<file path="src/rtl/simd_pkg.sv">
package simd_pkg;
  parameter int DATA_W = 64;
  parameter int EL_W   = 8;
  parameter int GRP    = 2;

  typedef enum logic {
    LANE_NARROW = 1'b0,
    LANE_WIDE   = 1'b1
  } lane_sz_e;

  function automatic logic [EL_W*GRP-1:0] wide_max(input logic sgn);
    logic [EL_W*GRP-1:0] v;
    v = '1;
    if (sgn) v[EL_W*GRP-1] = 1'b0;
    return v;
  endfunction
endpackage

</file>
<file path="src/rtl/simd_rst_sync.sv">
module simd_rst_sync (
  input  logic clk,
  input  logic rst_n,
  output logic rst_sync_n
);
  logic stage_q;
  logic out_q;

  always_ff @(posedge clk or negedge rst_n) begin
    if (!rst_n) begin
      stage_q <= 1'b0;
      out_q   <= 1'b0;
    end else begin
      stage_q <= 1'b1;
      out_q   <= stage_q;
    end
  end

  assign rst_sync_n = out_q;
endmodule

</file>
<file path="src/rtl/simd_byte_slice.sv">
module simd_byte_slice #(
  parameter int W = 8
) (
  input  logic [W-1:0] a_i,
  input  logic [W-1:0] b_i,
  input  logic         sub_i,
  input  logic         cin_i,
  output logic [W-1:0] sum_o,
  output logic         cout_o,
  output logic         a_msb_o,
  output logic         bx_msb_o
);
  logic [W-1:0] bx;
  logic [W:0]   full;

  always_comb begin
    bx       = sub_i ? ~b_i : b_i;
    full     = {1'b0, a_i} + {1'b0, bx} + {{W{1'b0}}, cin_i};
    sum_o    = full[W-1:0];
    cout_o   = full[W];
    a_msb_o  = a_i[W-1];
    bx_msb_o = bx[W-1];
  end
endmodule

</file>
<file path="src/rtl/simd_addsub_core.sv">
module simd_addsub_core #(
  parameter int DW   = 64,
  parameter int EW   = 8,
  parameter int GRP  = 2
) (
  input  logic [DW-1:0]    a_i,
  input  logic [DW-1:0]    b_i,
  input  logic             sub_i,
  input  logic             wide_i,
  output logic [DW-1:0]    sum_o,
  output logic [DW/EW-1:0] cout_o,
  output logic [DW/EW-1:0] a_msb_o,
  output logic [DW/EW-1:0] bx_msb_o
);
  localparam int NS = DW / EW;

  logic [NS-1:0] cin;

  for (genvar s = 0; s < NS; s++) begin : g_slice
    if ((s % GRP) == 0) begin : g_head
      assign cin[s] = sub_i;
    end else begin : g_body
      assign cin[s] = wide_i ? cout_o[s-1] : sub_i;
    end

    simd_byte_slice #(.W(EW)) u_slice (
      .a_i      (a_i[s*EW +: EW]),
      .b_i      (b_i[s*EW +: EW]),
      .sub_i    (sub_i),
      .cin_i    (cin[s]),
      .sum_o    (sum_o[s*EW +: EW]),
      .cout_o   (cout_o[s]),
      .a_msb_o  (a_msb_o[s]),
      .bx_msb_o (bx_msb_o[s])
    );
  end
endmodule

</file>
<file path="src/rtl/simd_lane_clamp.sv">
module simd_lane_clamp #(
  parameter int LW = 8
) (
  input  logic [LW-1:0] sum_i,
  input  logic          a_msb_i,
  input  logic          bx_msb_i,
  input  logic          cout_i,
  input  logic          sub_i,
  input  logic          sat_i,
  input  logic          signed_i,
  output logic [LW-1:0] res_o,
  output logic          hit_o
);
  logic          ovf_u;
  logic          ovf_s;
  logic [LW-1:0] lim;

  always_comb begin
    ovf_u = sub_i ? ~cout_i : cout_i;
    ovf_s = (a_msb_i == bx_msb_i) && (sum_i[LW-1] != a_msb_i);
    hit_o = sat_i && (signed_i ? ovf_s : ovf_u);

    if (signed_i) begin
      lim         = a_msb_i ? '0 : '1;
      lim[LW-1]   = a_msb_i;
    end else begin
      lim = sub_i ? '0 : '1;
    end

    res_o = hit_o ? lim : sum_i;
  end
endmodule

</file>
<file path="src/rtl/simd_sat_alu.sv">
module simd_sat_alu #(
  parameter int DW = simd_pkg::DATA_W
) (
  input  logic                       clk,
  input  logic                       rst_n,
  input  logic [DW-1:0]              a_i,
  input  logic [DW-1:0]              b_i,
  input  logic                       lane16_i,
  input  logic                       sub_i,
  input  logic                       sat_i,
  input  logic                       signed_i,
  output logic [DW-1:0]              res_o,
  output logic [DW/simd_pkg::EL_W-1:0] sat_flag_o
);
  import simd_pkg::*;

  localparam int NW  = EL_W;
  localparam int WW  = EL_W * GRP;
  localparam int NN  = DW / NW;
  localparam int NWD = DW / WW;

  logic          rst_sync_n;
  logic [DW-1:0] sum_w;
  logic [NN-1:0] cout_w;
  logic [NN-1:0] amsb_w;
  logic [NN-1:0] bmsb_w;
  logic [DW-1:0] r_narrow;
  logic [DW-1:0] r_wide;
  logic [NN-1:0] f_narrow;
  logic [NWD-1:0] f_wide;
  lane_sz_e      size_sel;

  logic [DW-1:0] res_d, res_q;
  logic [NN-1:0] flg_d, flg_q;

  simd_rst_sync u_rst (
    .clk        (clk),
    .rst_n      (rst_n),
    .rst_sync_n (rst_sync_n)
  );

  simd_addsub_core #(.DW(DW), .EW(NW), .GRP(GRP)) u_core (
    .a_i      (a_i),
    .b_i      (b_i),
    .sub_i    (sub_i),
    .wide_i   (lane16_i),
    .sum_o    (sum_w),
    .cout_o   (cout_w),
    .a_msb_o  (amsb_w),
    .bx_msb_o (bmsb_w)
  );

  for (genvar n = 0; n < NN; n++) begin : g_narrow
    simd_lane_clamp #(.LW(NW)) u_clamp (
      .sum_i    (sum_w[n*NW +: NW]),
      .a_msb_i  (amsb_w[n]),
      .bx_msb_i (bmsb_w[n]),
      .cout_i   (cout_w[n]),
      .sub_i    (sub_i),
      .sat_i    (sat_i),
      .signed_i (signed_i),
      .res_o    (r_narrow[n*NW +: NW]),
      .hit_o    (f_narrow[n])
    );
  end

  for (genvar w = 0; w < NWD; w++) begin : g_wide
    localparam int TOP = w*GRP + GRP - 1;
    simd_lane_clamp #(.LW(WW)) u_clamp (
      .sum_i    (sum_w[w*WW +: WW]),
      .a_msb_i  (amsb_w[TOP]),
      .bx_msb_i (bmsb_w[TOP]),
      .cout_i   (cout_w[TOP]),
      .sub_i    (sub_i),
      .sat_i    (sat_i),
      .signed_i (signed_i),
      .res_o    (r_wide[w*WW +: WW]),
      .hit_o    (f_wide[w])
    );
  end

  always_comb begin
    size_sel = lane_sz_e'(lane16_i);
    unique case (size_sel)
      LANE_WIDE: begin
        res_d = r_wide;
        flg_d = {{(NN-NWD){1'b0}}, f_wide};
      end
      default: begin
        res_d = r_narrow;
        flg_d = f_narrow;
      end
    endcase
  end

  always_ff @(posedge clk or negedge rst_sync_n) begin
    if (!rst_sync_n) begin
      res_q <= '0;
      flg_q <= '0;
    end else begin
      res_q <= res_d;
      flg_q <= flg_d;
    end
  end

  assign res_o      = res_q;
  assign sat_flag_o = flg_q;
endmodule

</file>
<file path="config.mk">
export PLATFORM = sky130hd
export DESIGN_NAME = simd_sat_alu
export DESIGN_NICKNAME = d
export VERILOG_FILES = /design/src/rtl/simd_pkg.sv /design/src/rtl/simd_rst_sync.sv /design/src/rtl/simd_byte_slice.sv /design/src/rtl/simd_addsub_core.sv /design/src/rtl/simd_lane_clamp.sv /design/src/rtl/simd_sat_alu.sv
export SDC_FILE = /design/constraint.sdc
export NUM_CORES = 1
export LEC_CHECK = 0
export ABC_AREA = 1
export BUFFER_PORTS_ARGS = -buffer_cell sky130_fd_sc_hd__buf_4
export CAP_MARGIN = 0
export CORE_AREA = 2 2 158 160
export DETAILED_ROUTE_END_ITERATION = 7
export DIE_AREA = 0 0 160 162
export PLACE_DENSITY = 0.49
export SLEW_MARGIN = 20
export SYNTH_ARGS = -nofsm -noshare
export SYNTH_HDL_FRONTEND = slang
export SYNTH_SLANG_ARGS = --single-unit
</file>
<file path="constraint.sdc">
create_clock -name clk -period 3 [get_ports clk]
set_input_delay 0.45 -clock clk [delete_from_list [all_inputs] [get_ports clk]]
set_output_delay 0.45 -clock clk [all_outputs]
set_load 0.02 [all_outputs]
</file>
# After elaboration in Yosys (flattened, before gate mapping)
# Index checks and enable logic that the tools add are counted.
# word_totals
ff_bits	74
input_bits	134
output_inout_bits	72
# classes
n_reduce_logical	16
n_eq_ne	16
bitwise	16
n_addsub	16
n_mux	68
# ops
operator	count
two-way mux 8 bit	26
two-way mux 16 bit	9
adder 8 x 8 -> 9 bit	8
adder 9 x 1 -> 9 bit	8
two-way mux 64 bit	1
inverter 8 bit	8
two-way mux 15 bit	4
two-way mux 7 bit	8
two-way mux 1 bit	20
logical AND 1 bit	16
== test 1 bit	8
!= test 1 bit	8
inverter 1 bit	8

# Depth between registers and ports, before layout
# Gate-level depths: netlist of run 1.
# depth
ltp_word	12
mapped_depth	24
mapped_depth_nobuf	22

# Cells and area by module
# From an unflattened synthesis of run 1, not the netlist that was laid out.
# unflattened
cells_unflattened	1487
hier_area_um2	9454.1
# by_module_without_submodules
module	area_per_inst_um2	n_inst	cells_each	seq_area_each_um2
simd_byte_slice at u_core.g_slice[0].u_slice ...	476.7	6	80	0.0
simd_sat_alu	2696.3	1	300	1801.7
simd_lane_clamp at g_narrow[0].u_clamp ...	216.5	8	39	0.0
simd_lane_clamp at g_wide[0].u_clamp ...	286.5	4	57	0.0
simd_byte_slice at u_core.g_slice[6].u_slice ...	462.9	2	77	0.0
simd_rst_sync	53.8	1	3	50.0
simd_addsub_core	40.0	1	10	0.0

# Least setup slack after synthesis of run 1
# OpenSTA, ideal clock, no wires.
# synth_path
path_kind	input -> register
startpoint	input sub_i
endpoint	register res_q[17] (netlist: res_o[17])
required_time_ps	2873
t_arrival_ps	3484
setup_slack_ps	-611
stages	21
cell_sequence	buf_6 > buf_2 > xor2_1 > ha_1 > a21oi_1 > o21ai_2 > nand2_1 > nand3_1 > nand2_1 > inv_1 > fa_1 > fa_1 > nand3_1 > nand2_1 > nand2_1 > nand2_1 > nand2_1 > nand4_1 > buf_4 > nand3_1 > nand3_1
# synth_via
elab_chain_cells	11
elab_cells_between_ends	28
classes_between	4 x add/sub; 4 x eq/ne; 14 x mux; 2 x bitwise; 4 x reduce/logical
# synth_rtl
element	line_no	source
start: declaration	simd_sat_alu.sv:9	input logic sub_i,
two-way mux 8 bit	simd_byte_slice.sv:17	bx = sub_i ? ~b_i : b_i;
adder 8 x 8 -> 9 bit	simd_byte_slice.sv:18	full = {1'b0, a_i} + {1'b0, bx} + {{W{1'b0}}, cin_i};
adder 9 x 1 -> 9 bit	simd_byte_slice.sv:18	
two-way mux 1 bit	simd_addsub_core.sv:23	assign cin[s] = wide_i ? cout_o[s-1] : sub_i;
adder 9 x 1 -> 9 bit	simd_byte_slice.sv:18	
!= test 1 bit / inverter 1 bit (equally long branches)	simd_lane_clamp.sv:20, simd_lane_clamp.sv:19	
logical AND 1 bit / two-way mux 1 bit (equally long branches)	simd_lane_clamp.sv:20, simd_lane_clamp.sv:19	
two-way mux 1 bit	simd_lane_clamp.sv:21	hit_o = sat_i && (signed_i ? ovf_s : ovf_u);
logical AND 1 bit	simd_lane_clamp.sv:21	
two-way mux 16 bit	simd_lane_clamp.sv:30	res_o = hit_o ? lim : sum_i;
two-way mux 64 bit (*)	simd_sat_alu.sv:84	unique case (size_sel)
net res_d[17]	simd_sat_alu.sv:33	logic [DW-1:0] res_d, res_q;
end signal: assignment	simd_sat_alu.sv:101	res_q <= res_d;
end: declaration	simd_sat_alu.sv:33	
# The timed path passes the listed nets; every way through them passes the cells marked *.

# Worst setup path in the final report of run 1
# layout_path
startpoint	input sub_i
endpoint	register res_q[47] (netlist: res_o[47])
# layout_via
elab_chain_cells	11
elab_cells_between_ends	21
classes_between	4 x add/sub; 2 x eq/ne; 12 x mux; 1 x bitwise; 2 x reduce/logical
# layout_rtl
element	line_no
two-way mux 8 bit	simd_byte_slice.sv:17
adder 8 x 8 -> 9 bit	simd_byte_slice.sv:18
adder 9 x 1 -> 9 bit	simd_byte_slice.sv:18
two-way mux 1 bit	simd_addsub_core.sv:23
adder 9 x 1 -> 9 bit	simd_byte_slice.sv:18
!= test 1 bit / inverter 1 bit (equally long branches)	simd_lane_clamp.sv:20, simd_lane_clamp.sv:19
logical AND 1 bit / two-way mux 1 bit (equally long branches)	simd_lane_clamp.sv:20, simd_lane_clamp.sv:19
two-way mux 1 bit	simd_lane_clamp.sv:21
logical AND 1 bit	simd_lane_clamp.sv:21
two-way mux 8 bit / two-way mux 16 bit (equally long branches)	simd_lane_clamp.sv:30
two-way mux 64 bit (*)	simd_sat_alu.sv:84
net res_d[47]	simd_sat_alu.sv:33
# Marked as above.

==> flow_summary.yaml, run 1 <==
yosys:
  syn_inst: 1000
  yosys_warnings: 0
  netlist_area_um2: 7197
  synth-compound-area-share_pct: 7.250
  syn_nets: 1202
  synthMuxAreaShare_pct: 0.2782
  synth_flop_cell: "dfrtp_1"
  yosysTopAreaCell: "dfrtp_1"
  synthXorXnorAreaFrac_pct: 13.26
  synth_top_family_by_area: "simple AND/OR/NAND/NOR gates"
  synth-simple-area-share_pct: 30.84
  synth_seq_cells: 74
  synthAdderAreaFrac_pct: 13.07
  yosysSeqAreaShare_pct: 25.73
  synth_cell_type_count: 39
  netlist_top_cells_area: "dfrtp_1 26%, nand2_1 15%, xor2_1 11%"
  synthArstFlopShare_pct: 100.0
  synth-edff-count: 0
  synth_top_area_share_pct: 25.73
  avgSynthCellArea_um2: 7.197
clock_network:
  cts_max_level: 3
  cts_root_buf: "clkbuf_16"
  cts.sinks: 74
  cts_made_buffers: 9
  clkSlewWorstSetupHoldPaths_ns: 0.06
  clk_latency_ns: 0.34
  tritoncts: "built"
  cts_buffer_depth: 2
cells_and_area:
  drive_gt1_share_pct: 43.93
  fill_cells: 2420
  area.growth.synth_to_final_pct: 61.44
  final_common_cell: "buf_4"
  diodes: 0
  fin_nets: 1572
  fin_area_um2: 11620
  final_cell_mix: "352 x buf_4, 230 x nand2_1, 108 x inv_1"
drt:
  wirelength_met1_mm: 10.69
  via_per_inst: 4.466
  routed-wl-met3_mm: 1.530
  wl_mm: 24.96
  ant_nets: 0
  drtIter0Drc: 300
  vias: 7588
  top_layer_used: "met4"
  dr_wl_met2_mm: 12.39
  firstDrtPassIters: 4
  route.detailed.wl_per_inst_um: 14.69
  drc_errors: 0
setup_path:
  crit_chain: "buf_16 -> buf_12 -> buf_8 -> xor2_2 -> ha_1 -> nand2_1 -> inv_1 -> a21oi_2 -> nand3_1 -> nand2_2 -> inv_2 -> fa_2 -> fa_2 -> nand3_2 -> nand2_2 -> nand3_2 -> nand2_2 -> nand2_2 -> buf_6 -> nand3_4 -> clkbuf_16 -> o21ai_2 -> inv_1"
  worstSetupStartpointType: "input port"
  cp.arrival_ns: 3.51
  crit_path_end_kind: "register"
  critPathRequiredTime_ns: 3.24
  cp_num_buf_inv: 8
  slowest_delay_ns: 0.38
  slowest_stage: "fa_2"
  path_common_cell: "nand2_2"
  path_max_fanout: 6
  worstSetupPathType: "input port to register"
  cpLargestDelayFamily: "adder cells"
place:
  place_congestion: 0.8216
  portBuffers: 205
  place_area_um2: 10060
  dp_hpwl_mm: 18.17
  dp_slack_ns: -0.6917
pwr:
  powerDensity_nw_per_um2: 489.6
  p_leak_uw: 0.006281
  ir_worst_vdd_uv: 246.8
  power.total_uw: 5689
timing:
  fin_crit_sh_pct: 109.1
  holdWs_ns: 0.2906
  rsz0062_at_grt: "true"
  worst_pin_slew_ns: 0.4982
  slew_headroom_pct: 66.71
  max_freq_mhz: 305.6
  period_needed_ns: 3.272
  final_max_slew_viol_count: 0
  skew_ns: 0.003498
  finalWorstSetupSlack_ns: -0.2724
  setup_viol: 71
  finalSetupTns_ns: -13.57
  hold_viol: 0
global_route:
  grt.total_usage_pct: 18.90
  antenna_found_initial: 0
  grt_pass1_wl_mm: 38.56
  grt_max_degree: 73
  grt_overflow: 0
  grt_pass1_vias: 7362
die:
  core_area_um2: 24110
  io_pins: 206
  initial_core_util_pct: 29.86
  fp-row-count: 57
  die-area_um2: 25920
  die_y_um: 162
  die_x_um: 160
run_status:
  status: "finished with violations"
  violations: "negative setup slack"
run:
  maxCapViolCount: 0
hold_path:
  min_path_type: "register to asynchronous set/reset pin"
## power by group
part | switching (uW) | leakage [uW] | internal, uW | total, uW
Clock | 432 | 0.000138 | 643 | 1080
Sequential | 109 | 0.000880 | 1250 | 1360
Combinational | 1730 | 0.00526 | 1520 | 3250
## flip-flops by register name (all words and copies together), names as in the netlist
name / flops
res_o: 64
sat_flag_o: 8
u_rst.rst_sync_n: 1
u_rst.stage_q: 1
## layer usage
metal | GRT usage, % | vias to the layer above
li1 | - | 3894
met5 | 0 | -
met4 | 5.487 | 0
met1 | 23.53 | 3493
met2 | 32.74 | 183
met3 | 4.367 | 18
## repair_timing
| action | 4_1_cts | 5_1_grt |
|---|---|---|
| resized for setup | 66 | 118 |
| hold buffers | 1 | 0 |
| endpoints found under the setup margin | 70 | 71 |
| endpoints found under the hold margin | 2 | 0 |
| cloned | 7 | 5 |
| pin swaps | 41 | 48 |
| setup buffers | 43 | 17 |
## final timing paths
path                                       start                to  slack (ns)  cells after the start
worst max register to register  u_rst.rst_sync_n         res_o[13]        2.10                      1
worst min-delay path            u_rst.rst_sync_n         res_o[49]        0.29                      0
worst max-delay path                       sub_i         res_o[47]       -0.27                     23
worst min register to register  u_rst.rst_sync_n         res_o[49]        0.29                      0
max in group asynchronous       u_rst.rst_sync_n         res_o[13]        2.10                      1
min in group clk                   u_rst.stage_q  u_rst.rst_sync_n        0.36                      0
## synth_stat cells, types with 3 or more instances
| cell | number |
|---|---|
| a21oi_1 | 47 |
| a31oi_1 | 4 |
| buf_2 | 15 |
| buf_4 | 8 |
| buf_6 | 4 |
| clkbuf_1 | 4 |
| dfrtp_1 | 74 |
| fa_1 | 12 |
| ha_1 | 56 |
| inv_1 | 125 |
| nand2_1 | 291 |
| nand2_2 | 17 |
| nand2_4 | 3 |
| nand3_1 | 107 |
| nand3_2 | 9 |
| nand3b_1 | 9 |
| nand4_1 | 3 |
| nor2_1 | 40 |
| nor2_4 | 5 |
| o21ai_0 | 18 |
| o21ai_1 | 6 |
| o21bai_1 | 11 |
| or2_1 | 3 |
| xnor2_1 | 19 |
| xor2_1 | 90 |
## area by class of cell
cell class | count | area [um^2] | area share (%)
multi-input combinational | 766 | 5269 | 45.35
sequential | 74 | 1856 | 15.97
inverter | 128 | 500.5 | 4.308
timing repair buffer | 391 | 3308 | 28.47
clock inverter | 3 | 40.04 | 0.3446
clock buffer | 13 | 240.2 | 2.068
tap | 324 | 405.4 | 3.489
## kinds of logic (layout without fill, tap and decap cells)
kind of cell / Yosys count / count (layout)
other: 1 / 1
AOI/OAI and AO/OA: 93 / 93
buffers and inverters: 160 / 535
and+or+nand+nor: 493 / 493
xor gates and xnor gates: 109 / 109
adders and majority gates: 68 / 68
muxes: 2 / 2
DFF: 74 / 74
## metrics by stage
| step | cells | utilization, % |
|---|---|---|
| after floorplan | 1000 | - |
| after global placement | 1614 | 41.74 |
| after detailed placement | 1614 | 41.74 |
| after CTS | 1681 | 45.81 |
| after global routing | 1699 | 48.20 |
| final | 1699 | 48.20 |
(Power assumes the default switching activity.)
==> run 2, diff against run 1 <==
==> constraint.sdc (replaced) <==
create_clock -name clk -period 3 [get_ports clk]
set_input_delay 0.15 -clock clk [delete_from_list [all_inputs] [get_ports clk]]
set_output_delay 0.15 -clock clk [all_outputs]
set_load 0.02 [all_outputs]
==> flow_summary.yaml, run 2 (synthesis gave the netlist of run 1 again) <==
clock_network:
  cts_buffer_depth: 2
  cts_root_buf: "clkbuf_16"
  clk_latency_ns: 0.35
  cts.sinks: 74
  tritoncts: "built"
  cts_max_level: 3
  cts_made_buffers: 9
  clkSlewWorstSetupHoldPaths_ns: 0.06
drt:
  drc_errors: 0
  via_per_inst: 4.442
  vias: 7222
  route.detailed.wl_per_inst_um: 14.23
  wl_mm: 23.14
  ant_nets: 0
  drtIter0Drc: 260
  firstDrtPassIters: 4
cells_and_area:
  final_cell_mix: "294 x buf_4, 263 x nand2_1, 117 x inv_1"
  final_common_cell: "buf_4"
  final_util_pct: 44.54
  largest_reg_flops: 64
  fill_cells: 2556
  fin_nets: 1499
  area.growth.synth_to_final_pct: 49.20
  drive_gt1_share_pct: 36.48
  instances_no_fill: 1626
  diodes: 0
setup_path:
  cp.arrival_ns: 3.20
  crit_path_end_kind: "register"
  worstSetupStartpointType: "input port"
  slowest_delay_ns: 0.41
  path_max_fanout: 6
  crit_chain: "buf_12 -> buf_12 -> buf_8 -> xor2_1 -> ha_1 -> inv_1 -> o21bai_2 -> a21oi_2 -> nand3_1 -> nand2_1 -> inv_2 -> fa_2 -> fa_2 -> nand3_2 -> nand2_2 -> nand2_2 -> nand3_2 -> nand2_2 -> inv_2 -> nand3_4 -> clkbuf_16 -> nand2_2 -> nand3_2 -> nand2_1"
  critPathRequiredTime_ns: 3.24
  slowest_stage: "fa_2"
  path_common_cell: "nand2_2"
  worstSetupPathType: "input port to register"
place:
  placedCellCount: 1591
  dp_hpwl_mm: 18.20
  place_congestion: 0.8397
  dp_slack_ns: -0.4096
  portBuffers: 205
global_route:
  met1_usage_pct: 22.78
  grt_max_degree: 73
  use_met2_pct: 30.97
  use_met3_pct: 4.060
  antenna_found_initial: 0
  gr-max-usage-layer: "met2"
  grt_pass1_vias: 7302
  grt_overflow: 0
  grt.total_usage_pct: 17.84
  grt_pass1_wl_mm: 36.78
run_status:
  status: "complete, no violations"
timing:
  skew_ns: 0.003664
  max_freq_mhz: 337.0
  rsz0062_at_grt: "true"
  finalWorstSetupSlack_ns: 0.03247
  hold_viol: 0
  setup_viol: 0
  worst_pin_slew_ns: 0.5332
  period_needed_ns: 2.968
  final_max_slew_viol_count: 0
  fin_crit_sh_pct: 98.92
  slew_headroom_pct: 64.45
run:
  maxCapViolCount: 0
pwr:
  powerDensity_nw_per_um2: 507.8
  pwr-share-seq_pct: 25.0
  power.switching_uw: 2169
  power.internal_uw: 3284
  power_frac_comb_pct: 54.1
  power.total_uw: 5453
  ir_worst_vdd_uv: 219.7
  p_leak_uw: 0.005881
  swShare_pct: 39.78
  power_frac_clock_pct: 20.9
die:
  die-area_um2: 25920
  io_pins: 206
  initial_core_util_pct: 29.86
  die_y_um: 162
  fp-row-count: 57
  die_x_um: 160
  core_area_um2: 24110
hold_path:
  min_path_type: "input port to asynchronous set/reset pin"
## run 2: path summary, 6_finish.rpt
kind                             startpoint               end  slack (ns)  cells after the start
min in group clk                    a_i[15]         res_o[15]        0.15                      3
max                                   sub_i         res_o[54]        0.03                     24
max reg2reg                u_rst.rst_sync_n         res_o[11]        2.10                      1
max in group asynchronous  u_rst.rst_sync_n         res_o[11]        2.10                      1
min reg2reg                u_rst.rst_sync_n         res_o[49]        0.31                      0
min                                   rst_n  u_rst.rst_sync_n        0.13                      2
## run 2: what timing repair did
item,in CTS,in global routing
hold endpoints to repair,2,0
cloned,0,5
buffers inserted,2,10
setup endpoints to repair,24,69
pin swaps,0,35
hold buffers,1,0
resized for setup,3,83
## run 2: stage by stage
step	hold slack, ns	cell area (um^2)	TNS [ns]
3_5_place_dp	-0.06590	9881	-23.68
4_1_cts	0.1184	10220	0
3_3_place_gp	-0.06551	9881	-20.76
5_1_grt	0.1260	10740	-6.267
6_report	0.1257	10740	0
2_1_floorplan	-0.1456	7407	-2.709
## run 2: power by group through the flow
| stage | clock network, uW | logic (uW) | registers, uW |
|---|---|---|---|
| 2_1_floorplan | 0 | 1390 | 1680 |
| 5_1_grt | 1220 | 3270 | 1390 |
| 3_3_place_gp | 0 | 2770 | 1400 |
| 4_1_cts | 1180 | 2800 | 1380 |
| 6_report | 1140 | 2950 | 1360 |
| 3_5_place_dp | 0 | 2790 | 1390 |
## run 2: layout make-up
type | count | area [um^2] | share of cell area [%]
multi-input cells | 766 | 5040 | 46.94
inverters | 128 | 490.5 | 4.568
clock buffers | 12 | 256.5 | 2.389
clock inverters | 4 | 50.05 | 0.4661
well taps | 324 | 405.4 | 3.775
repair buffers | 318 | 2640 | 24.59
flip-flops and latches | 74 | 1856 | 17.28
## run 2: critical path, delay by kind of cell
| family | cells | cell delay (ns) |
|---|---|---|
| xor+xnor | 1 | 0.14 |
| fa+ha+maj | 3 | 1.14 |
| compound gates | 2 | 0.24 |
| simple gates | 11 | 0.82 |
| buf+inv | 7 | 0.72 |
## run 2: metal layers
layer / vias up / routed length, um
met5: - / 0
met4: 0 / 224
met3: 15 / 1364
met2: 180 / 11110
met1: 3269 / 10440
li1: 3758 / -
==> run 3, diff against run 2 <==
Settings changed: ABC_AREA 1 to 0, CORE_AREA 2 2 158 160 to 2 2 149 151, DIE_AREA 0 0 160 162 to 0 0 151 153.
==> flow_summary.yaml, run 3 <==
run_status:
  status: "finished with violations"
  violations: "negative setup slack"
setup_path:
  path_max_fanout: 7
  slowest_stage: "fa_2"
  crit_path_end_kind: "register"
  cp.arrival_ns: 3.82
  critPathRequiredTime_ns: 3.24
  crit_chain: "buf_12 -> buf_12 -> xor2_1 -> ha_1 -> nor2b_4 -> o2111a_1 -> o211ai_1 -> a31oi_1 -> fa_2 -> fa_2 -> a21oi_2 -> o211ai_1 -> and3_1 -> o21ai_2 -> and3_4 -> mux2_4 -> a221oi_2"
  cpLargestDelayFamily: "compound AO/OA/AOI/OAI gates"
  worstSetupPathType: "input port to register"
  worstSetupStartpointType: "input port"
  slowest_delay_ns: 0.41
  cp_num_buf_inv: 2
drt:
  ant_nets: 0
  via_per_inst: 4.664
  drc_errors: 0
  drtIter0Drc: 248
  wl_mm: 20.42
  vias: 6222
  route.detailed.wl_per_inst_um: 15.31
  firstDrtPassIters: 4
yosys:
  ys_top_cells_by_count: "80 x xor2_1, 74 x dfrtp_1, 57 x a21oi_1"
  avgSynthCellArea_um2: 9.366
  yosys_warnings: 0
  netlist_top_cells_area: "dfrtp_1 29%, ha_1 11%, xor2_1 11%"
  synth_top_area_share_pct: 29.16
  yosysMostFrequentCell: "xor2_1"
  netlist_area_um2: 6350
  synthArstFlopShare_pct: 100.0
  synth-edff-count: 0
  syn_inst: 678
  yosysSeqAreaShare_pct: 29.16
  synth_seq_cells: 74
  synth_flop_cell: "dfrtp_1"
  syn_nets: 880
  synth_cell_type_count: 70
  yosysTopAreaCell: "dfrtp_1"
clock_network:
  cts_made_buffers: 9
  cts_max_level: 3
  tritoncts: "built"
  cts_root_buf: "clkbuf_16"
  clkSlewWorstSetupHoldPaths_ns: 0.06
  cts_buffer_depth: 2
  clk_latency_ns: 0.34
  cts.sinks: 74
global_route:
  grt_max_degree: 73
  antenna_found_initial: 0
  grt_pass1_vias: 6366
  grt_overflow: 0
  grt_pass1_wl_mm: 32.46
  grt.total_usage_pct: 17.75
cells_and_area:
  final_cell_mix: "362 x buf_4, 77 x xor2_1, 73 x dfrtp_1"
  multi_input_area_um2: 4781
  drive_gt1_share_pct: 48.77
  diodes: 0
  final_common_cell: "buf_4"
  fin_nets: 1251
  seqCellArea_um2: 1856
  fill_cells: 2095
  largest_reg_flops: 64
  area.growth.synth_to_final_pct: 64.37
pwr:
  power.total_uw: 5594
  p_leak_uw: 0.004984
  ir_worst_vdd_uv: 210.4
  powerDensity_nw_per_um2: 535.9
timing:
  slew_headroom_pct: 53.78
  finalSetupTns_ns: -31.68
  final_max_slew_viol_count: 0
  max_freq_mhz: 280.0
  finalWorstSetupSlack_ns: -0.5710
  worst_pin_slew_ns: 0.6908
  skew_ns: 0.004484
  rsz0062_at_grt: "true"
  period_needed_ns: 3.571
  fin_crit_sh_pct: 119.0
  setup_viol: 70
  hold_viol: 0
die:
  die_x_um: 151
  fp-row-count: 54
  initial_core_util_pct: 29.55
  io_pins: 206
  die_y_um: 153
  core_area_um2: 21490
  die-area_um2: 23100
place:
  place_congestion: 0.8264
  dp_hpwl_mm: 16.06
  portBuffers: 205
hold_path:
  min_path_type: "input port to asynchronous set/reset pin"
run:
  maxCapViolCount: 0
[run 3: changes by cell type in the layout (fill, tap and decap cells not counted), sizes merged, moves of 12 or more]
cell | before | now
a211oi | 0 | 12
buf | 312 | 383
nand2 | 311 | 32
o21a | 1 | 25
inv | 128 | 19
o21ai | 25 | 44
nand3 | 116 | 10
a21o | 1 | 23
xnor2 | 19 | 31
[run 3: repair_timing]
item                                    CTS  global route
setup buffers                            16            21
endpoints found under the setup margin   70            70
pin swaps                                36            30
hold buffers                              1             0
gates resized for setup                  46            82
gates cloned                              1             0
endpoints found under the hold margin     2             0
[run 3: worst paths after layout]
check / slack (ns) / cells after the start / to / startpoint
min in group clk: 0.15 / 3 / res_o[47] / a_i[47]
worst min register to register: 0.22 / 0 / res_o[33] / u_rst.rst_sync_n
worst max-delay path: -0.57 / 17 / res_o[55] / sub_i
worst min-delay path: 0.12 / 2 / u_rst.rst_sync_n / rst_n
worst max register to register: 2.19 / 1 / res_o[56] / u_rst.rst_sync_n
max in group asynchronous: 2.19 / 1 / res_o[56] / u_rst.rst_sync_n
[run 3: final cells by class]
cell class | instances | area share (%)
multi-input combinational | 560 | 45.80
inverter | 20 | 0.7193
timing repair buffer | 384 | 29.18
clock inverter | 4 | 0.7073
clock buffer | 12 | 2.457
tap | 280 | 3.357
sequential | 74 | 17.78
[run 3: cell families (layout without fill, tap and decap cells)]
group                    Yosys count  count (layout)  synth area share (%)
flip-flops                        74              74                 29.16
adder cells (fa/ha/maj)           68              68                 14.82
AND/OR/NAND/NOR                  141             141                 10.62
multiplexers                      15              15                 2.522
AO/OA/AOI/OAI                    224             224                 24.51
other                              1               1               0.05906
XOR/XNOR                         111             111                 15.31
buffers and inverters             44             420                 2.995
[run 3: layer usage]
| metal | track usage [%] | vias to the layer above | share of wire [%] |
|---|---|---|---|
| met5 | 0 | - | 0 |
| met4 | 4.584 | 0 | 1.3 |
| met1 | 23.41 | 2871 | 44 |
| met2 | 30.24 | 166 | 48 |
| li1 | - | 3170 | - |
| met3 | 2.716 | 15 | 5.8 |
[run 3: metrics by stage]
step                      setup slack (ns)  utilization, %  cell area [um^2]  hold WS (ns)  std cells
final                              -0.5710           48.58             10440        0.1207       1334
after global routing               -0.7448           48.58             10440        0.1279       1334
after CTS                          -0.5165           46.24              9936        0.1106       1312
after detailed placement            -1.028           43.29              9300      -0.06417       1278
after global placement              -1.022           43.29              9300      -0.06609       1278
after floorplan                     -1.109               -              6506       -0.1456        678
[run 3: power by group]
part / switching [uW] / internal (uW) / total, uW
Sequential: 112 / 1280 / 1390
Clock: 443 / 775 / 1220
Combinational: 1480 / 1500 / 2990
